===== config.mk =====
export PLATFORM = sky130hd
export DESIGN_NAME = irq_sense_bank
export DESIGN_NICKNAME = d
export VERILOG_FILES = /design/src/rtl/irqs_pkg.sv /design/src/rtl/irqs_rst_sync.sv /design/src/rtl/irqs_sync_chain.sv /design/src/rtl/irqs_chan.sv /design/src/rtl/irq_sense_bank.sv
export SDC_FILE = /design/constraint.sdc
export NUM_CORES = 1
export LEC_CHECK = 0
export ABC_AREA = 1
export BUFFER_PORTS_ARGS = -buffer_cell sky130_fd_sc_hd__buf_2
export CELL_PAD_IN_SITES_DETAIL_PLACEMENT = 1
export CELL_PAD_IN_SITES_GLOBAL_PLACEMENT = 1
export CORE_MARGIN = 2
export CORE_UTILIZATION = 39
export CTS_CLUSTER_SIZE = 25
export DETAILED_ROUTE_END_ITERATION = 10
export GPL_ROUTABILITY_DRIVEN = 0
export GPL_TIMING_DRIVEN = 1
export MAX_ROUTING_LAYER = met4
export PLACE_DENSITY = 0.83
export SLEW_MARGIN = 10
export SYNTH_ARGS = -nofsm -noshare
export SYNTH_HDL_FRONTEND = slang
export SYNTH_SLANG_ARGS = --single-unit

===== constraint.sdc =====
create_clock -name clk -period 1.6 [get_ports clk]
set_input_delay 0.16 -clock clk [delete_from_list [all_inputs] [get_ports clk]]
set_output_delay 0.16 -clock clk [all_outputs]
set_load 0.01 [all_outputs]

===== src/rtl/irqs_pkg.sv =====
package irqs_pkg;

  typedef enum logic {
    TRIG_EDGE  = 1'b0,
    TRIG_LEVEL = 1'b1
  } trig_mode_e;

  localparam int unsigned DEF_SYNC_STAGES = 2;
  localparam int unsigned DEF_RST_STAGES  = 2;

endpackage


===== src/rtl/irqs_rst_sync.sv =====
module irqs_rst_sync #(
  parameter int unsigned STAGES = irqs_pkg::DEF_RST_STAGES
) (
  input  logic clk,
  input  logic arst_ni,
  output logic rst_no
);

  logic [STAGES-1:0] stage_q;
  logic [STAGES-1:0] stage_d;

  always_comb begin
    stage_d = {stage_q[STAGES-2:0], 1'b1};
  end

  always_ff @(posedge clk or negedge arst_ni) begin
    if (!arst_ni) begin
      stage_q <= '0;
    end else begin
      stage_q <= stage_d;
    end
  end

  assign rst_no = stage_q[STAGES-1];

endmodule


===== src/rtl/irqs_sync_chain.sv =====
module irqs_sync_chain #(
  parameter int unsigned STAGES = irqs_pkg::DEF_SYNC_STAGES
) (
  input  logic clk,
  input  logic rst_ni,
  input  logic d_i,
  output logic q_o
);

  logic [STAGES-1:0] flop_q;
  logic [STAGES-1:0] flop_d;

  always_comb begin
    flop_d = {flop_q[STAGES-2:0], d_i};
  end

  always_ff @(posedge clk or negedge rst_ni) begin
    if (!rst_ni) begin
      flop_q <= '0;
    end else begin
      flop_q <= flop_d;
    end
  end

  assign q_o = flop_q[STAGES-1];

endmodule


===== src/rtl/irqs_chan.sv =====
module irqs_chan
  import irqs_pkg::*;
(
  input  logic clk,
  input  logic rst_ni,
  input  logic line_i,
  input  logic level_i,
  input  logic ack_i,
  output logic pend_o
);

  trig_mode_e mode_q, mode_d;
  logic       mode_en;
  logic       mode_chg;
  logic       line_prev_q;
  logic       rise;
  logic       pend_q, pend_d;
  logic       pend_en;

  // Mode tracking and change detection
  always_comb begin
    mode_d   = trig_mode_e'(level_i);
    mode_chg = (mode_d != mode_q);
    mode_en  = mode_chg;
  end

  // Rising edge seen on the synchronized line
  always_comb begin
    rise = line_i & ~line_prev_q;
  end

  // Pending next state
  always_comb begin
    pend_d = pend_q;
    if (mode_chg) begin
      pend_d = 1'b0;
    end else if (mode_q == TRIG_LEVEL) begin
      pend_d = line_i;
    end else if (rise) begin
      pend_d = 1'b1;
    end else if (ack_i) begin
      pend_d = 1'b0;
    end
    pend_en = (pend_d != pend_q);
  end

  always_ff @(posedge clk or negedge rst_ni) begin
    if (!rst_ni) begin
      mode_q <= TRIG_EDGE;
    end else if (mode_en) begin
      mode_q <= mode_d;
    end
  end

  always_ff @(posedge clk or negedge rst_ni) begin
    if (!rst_ni) begin
      line_prev_q <= 1'b0;
    end else begin
      line_prev_q <= line_i;
    end
  end

  always_ff @(posedge clk or negedge rst_ni) begin
    if (!rst_ni) begin
      pend_q <= 1'b0;
    end else if (pend_en) begin
      pend_q <= pend_d;
    end
  end

  assign pend_o = pend_q;

  // a detected rise in stable edge mode latches a request
  assert_edge_set_R2: assert property (@(posedge clk) disable iff (!rst_ni)
    (!mode_chg && mode_q == TRIG_EDGE && line_i && !line_prev_q) |=> pend_q);

  // an unacknowledged edge request is sticky
  assert_edge_hold_R3: assert property (@(posedge clk) disable iff (!rst_ni)
    (!mode_chg && mode_q == TRIG_EDGE && pend_q && !ack_i) |=> pend_q);

  // acknowledge without a coincident rise clears the request
  assert_ack_clear_R4: assert property (@(posedge clk) disable iff (!rst_ni)
    (!mode_chg && mode_q == TRIG_EDGE && ack_i && !(line_i && !line_prev_q)) |=> !pend_q);

  // level mode mirrors the synchronized line
  assert_level_follow_R6: assert property (@(posedge clk) disable iff (!rst_ni)
    (!mode_chg && mode_q == TRIG_LEVEL) |=> (pend_q == $past(line_i)));

  // a mode switch flushes the request
  assert_mode_flush_R8: assert property (@(posedge clk) disable iff (!rst_ni)
    mode_chg |=> !pend_q);

endmodule


===== src/rtl/irq_sense_bank.sv =====
module irq_sense_bank #(
  parameter int unsigned NUM_CH      = 8,
  parameter int unsigned SYNC_STAGES = irqs_pkg::DEF_SYNC_STAGES
) (
  input  logic              clk,
  input  logic              rst_n,
  input  logic [NUM_CH-1:0] req_raw,
  input  logic [NUM_CH-1:0] trig_level,
  input  logic [NUM_CH-1:0] ack,
  output logic [NUM_CH-1:0] pending,
  output logic              irq_any
);

  logic              rst_int_n;
  logic [NUM_CH-1:0] req_sync;
  logic [NUM_CH-1:0] pend_vec;

  irqs_rst_sync #(
    .STAGES(irqs_pkg::DEF_RST_STAGES)
  ) u_rst_sync (
    .clk    (clk),
    .arst_ni(rst_n),
    .rst_no (rst_int_n)
  );

  for (genvar ch = 0; ch < NUM_CH; ch++) begin : g_ch
    irqs_sync_chain #(
      .STAGES(SYNC_STAGES)
    ) u_sync (
      .clk   (clk),
      .rst_ni(rst_int_n),
      .d_i   (req_raw[ch]),
      .q_o   (req_sync[ch])
    );

    irqs_chan u_chan (
      .clk    (clk),
      .rst_ni (rst_int_n),
      .line_i (req_sync[ch]),
      .level_i(trig_level[ch]),
      .ack_i  (ack[ch]),
      .pend_o (pend_vec[ch])
    );
  end

  assign pending = pend_vec;
  assign irq_any = |pend_vec;

  // nothing is pending while the internal reset is held
  assert_reset_clear_R1: assert property (@(posedge clk)
    (!rst_int_n && !$isunknown(pend_vec)) |-> (pend_vec == '0));

endmodule


==> results.md <==
Hold path:
- The worst hold path passes through 4 cells.
- The startpoint identified for the worst hold timing path is ack[2].
- The destination of the worst hold path is g_ch[2].u_chan.pend_o.
- The path class of the tightest hold or removal check is in -> reg.

Placed design:
- The placement-stage cell area is 1650 um^2.
- The half-perimeter wire length after detailed placement is 2120 um.
- Input and output buffers added on the ports amount to 34.

Synthesis:
- In the synthesized netlist, mux cells make up 0% of the area.
- The count of yosys warnings during synthesis is 0.
- The netlist area before placement is 1500 um^2.
- The post-synthesis share of cell area spent on xor and xnor gates is 0%.
- The number of enable flip-flop cells after synthesis is 0.
- The most used standard cell by instance count after synthesis is nand2_1.
- After synthesis, the cell types taking the most area are dfrtp_1 (70%), nand2_1 (12%), inv_1 (4.5%), buf_4 (4.0%), a21oi_2 (3.5%).
- The number of cells produced by synthesis is 144.
- The largest area contributor in the netlist is dfrtp_1.
- After synthesis, flip-flops and latches occupy 70.0% of the total area.
- Summing the areas of all compound-gate instances in the mapped netlist gives 4.17% of the synthesized area.
- For this run, asynchronously set or reset flops after synthesis account for 100%.
- The primary flip-flop cell chosen by synthesis mapping is dfrtp_1.
- The average cell area after synthesis is 10.4 um^2.
- In this run, synthesis produced a sequential element count of 42.
- The main combinational cell family by area after synthesis is simple AND/OR/NAND/NOR gates.
- The netlist uses 11 different library cells.
- In this run the biggest area consumer among cell types represents 70.0% of the synthesized area.
- Sorting the synthesized cells by how often they occur yields nand2_1 (46), dfrtp_1 (42), inv_1 (18).
- The area share of fa/ha/maj cells after synthesis is 0%.
- Summing the areas of all and, or, nand and nor instances in the mapped netlist gives 15.1% of the synthesized area.
- The number of nets handed over by synthesis was 170.

GRT:
- The via count of the first global-routing pass came to 1,160.
- The number of antenna violations at the first check in global routing is 0.
- The wire length of the first global-routing pass is 4980 um.
- Entering global routing, the biggest net connects 23 pins.
- The total overflow left after global routing is 0.
- The global-route usage over all layers is 16.6%.

Critical path:
- The worst setup path is launched from a register.
- In this run the worst path has a maximum fanout of 3.
- By startpoint and endpoint, the worst setup path is classified as reg -> out.
- The terminus of the critical flop-to-flop path is g_ch[4].u_sync.flop_q[0].
- The slowest cell on the critical path is dfrtp_1.
- Together, buffers and inverters on the worst path number 1.
- Traced cell by cell, the critical path runs through nor2_1 > nand4_1 > buf_2.
- The worst-case register-to-register setup slack is 0.75 ns.
- For this run, the slowest stage of the critical path takes 0.40 ns.
- The logic depth of the worst register-to-register path is 1.
- The critical path required time is 1.44 ns.
- The endpoint arrival time on the critical path is 1.07 ns.
- The startpoint of the worst-slack reg-to-reg timing path is u_rst_sync.stage_q[1].
- The cell family contributing the most delay on the critical path is flip-flops.
- STA classifies the critical path endpoint as an output port.

Detailed routing:
- The number of optimization iterations in the first detailed-route pass is 4.
- For this run, design rule violations remaining after detail routing come to 0.
- The routed design has 2900 um of wire.
- The detailed-route via count is 1,018.
- The detail route stage leaves a number of antenna-violating nets equal to 0.
- In the final routed layout, each cell accounts on average for 12.3 um.
- For this block, the initial DRC count from the detailed router was 31.
- The post-detailed-route via-to-cell ratio is 4.33.

STA:
- The number of failing setup endpoints in the final timing report is 0.
- The max-slew violation count is 0.
- For the final database, setup skew stands at 0.00403 ns.
- The minimum clock period is 1.23 ns.
- The count of endpoints failing hold in the final timing report came to 0.
- The hold slack is 0.129 ns.
- Static timing analysis puts the maximum clock frequency at 810 MHz.
- The final clock period utilization by the worst path is 77.1%.
- The post-route setup TNS is 0 ns.
- Setup repair after global routing left no endpoint under its margin.

Floorplan:
- The die covers 4360 um^2.
- The die width is 66.0 um.
- The die is 66.0 um tall.
- The floorplan row count is 22.
- The initial core utilization is 40.7%.
- The number of top-level pins is 35.
- The core region is 3690 um^2.

Clock network:
- The tree is rooted in a clkbuf_8.
- Counting along the longest clock path gives a buffer depth of 2.
- The H-tree generated during clock tree synthesis spans 2 levels.
- The TritonCTS clock tree is done.
- The clock latency at the later pin of the worst-skew pair is 0.29 ns.
- Clock-pin slew was measured on the worst setup and hold paths at 0.07 ns.
- Buffers inserted during clock tree synthesis total 5.
- The count of instances resized after the clock tree is built is 0.
- The total setup buffers inserted after CTS is 0.
- Counting every sink on the clock net gives 42.

Finish:
- The repair_antennas step left the layout with diodes totalling 0.
- After routing the design area is 1910 um^2.
- The fraction of the core area covered by cells at the end of the flow is 51.7%.
- The relative area change from synthesis to final layout is 27.0%.
- The number of nets in the layout is 213.
- Of the cells placed in the final design, the portion with a size suffix greater than 1 is 25.7%.

Power and ir drop:
- The static leakage is 1.01 nW.
- The total power density per cell area is 1050 nW/um^2.
- VDD sags by at most 0.636 mV.
- Summing internal, switching and leakage power gives 2.01 mW.

Run:
- The tool flagged a number of max-cap violations equal to 0.

Outcome:
- The run finished with clean final reports.
==> layer usage <==
layer	vias up	wire, um	track usage (%)
met5	-	0	-
met2	26	1570	27.8
li1	498	-	-
met4	0	46	7.65
met3	5	179	6.98
met1	489	1110	16.9
==> final cells by class <==
cell class / instances / area [um^2]
Multi-Input combinational cell: 68 / 293
Tap cell: 48 / 60.1
Timing Repair Buffer: 52 / 348
Clock buffer: 7 / 86.3
Sequential cell: 42 / 1050
Fill cell: 425 / 1780
Inverter: 18 / 67.6
==> sequential cells by signal, indices dropped and copies added (netlist names) <==
signal,count
g_ch.u_chan.pend_o,8
u_rst_sync.stage_q,2
g_ch.u_chan.mode_q,8
g_ch.u_sync.flop_q,16
g_ch.u_chan.line_prev_q,8
==> power by group <==
group          leakage (nW)  switching (mW)  internal, mW
Clock                0.0443           0.322         0.342
Combinational         0.464          0.0898        0.0907
Sequential            0.499          0.0407          1.12
Total                  1.01           0.453          1.55
==> through the flow <==
| stage | cells | setup slack (ns) |
|---|---|---|
| final | 235 | 0.366 |
| after global routing | 235 | 0.279 |
| after CTS | 235 | 0.339 |
| after detailed placement | 211 | 0.663 |
| after global placement | 211 | 0.700 |
| after floorplan | 144 | 0.345 |
==> cells in the final DEF, fill, tap and decap left out <==
cell type      count
nand2_1           46
dfrtp_1           41
buf_2             34
inv_1             18
dlygate4sd3_1     17
nor2_1            10
a21oi_2            6
clkbuf_8           6
nand3_1            2
a21oi_1            2
nand4_1            1
clkbuf_1           1
buf_4              1
conb_1             1
dfrtp_2            1
==> logic make-up after synthesis <==
group                  count (synthesis)
flip-flops                            42
AO/OA/AOI/OAI                          8
other                                  1
AND/OR/NAND/NOR                       59
buffers and inverters                 34
==> worst max-delay path by stage <==
stage	from	to	slack, ns	cells past startpoint
2_1_floorplan	u_rst_sync.stage_q[1]	g_ch[0].u_chan.line_prev_q	0.34	0
4_1_cts	g_ch[5].u_chan.pend_o	irq_any	0.34	3
3_3_place_gp	g_ch[3].u_chan.pend_o	irq_any	0.70	3
5_1_grt	g_ch[5].u_chan.pend_o	irq_any	0.28	3
3_5_place_dp	g_ch[5].u_chan.pend_o	irq_any	0.66	3
6_report	g_ch[5].u_chan.pend_o	irq_any	0.37	3
==> what timing repair did <==
action,4_1_cts,5_1_grt
endpoints found under the setup margin,0,0
hold buffers,17,0
endpoints found under the hold margin,18,0
Note: power is estimated with default switching activity, not from simulation.
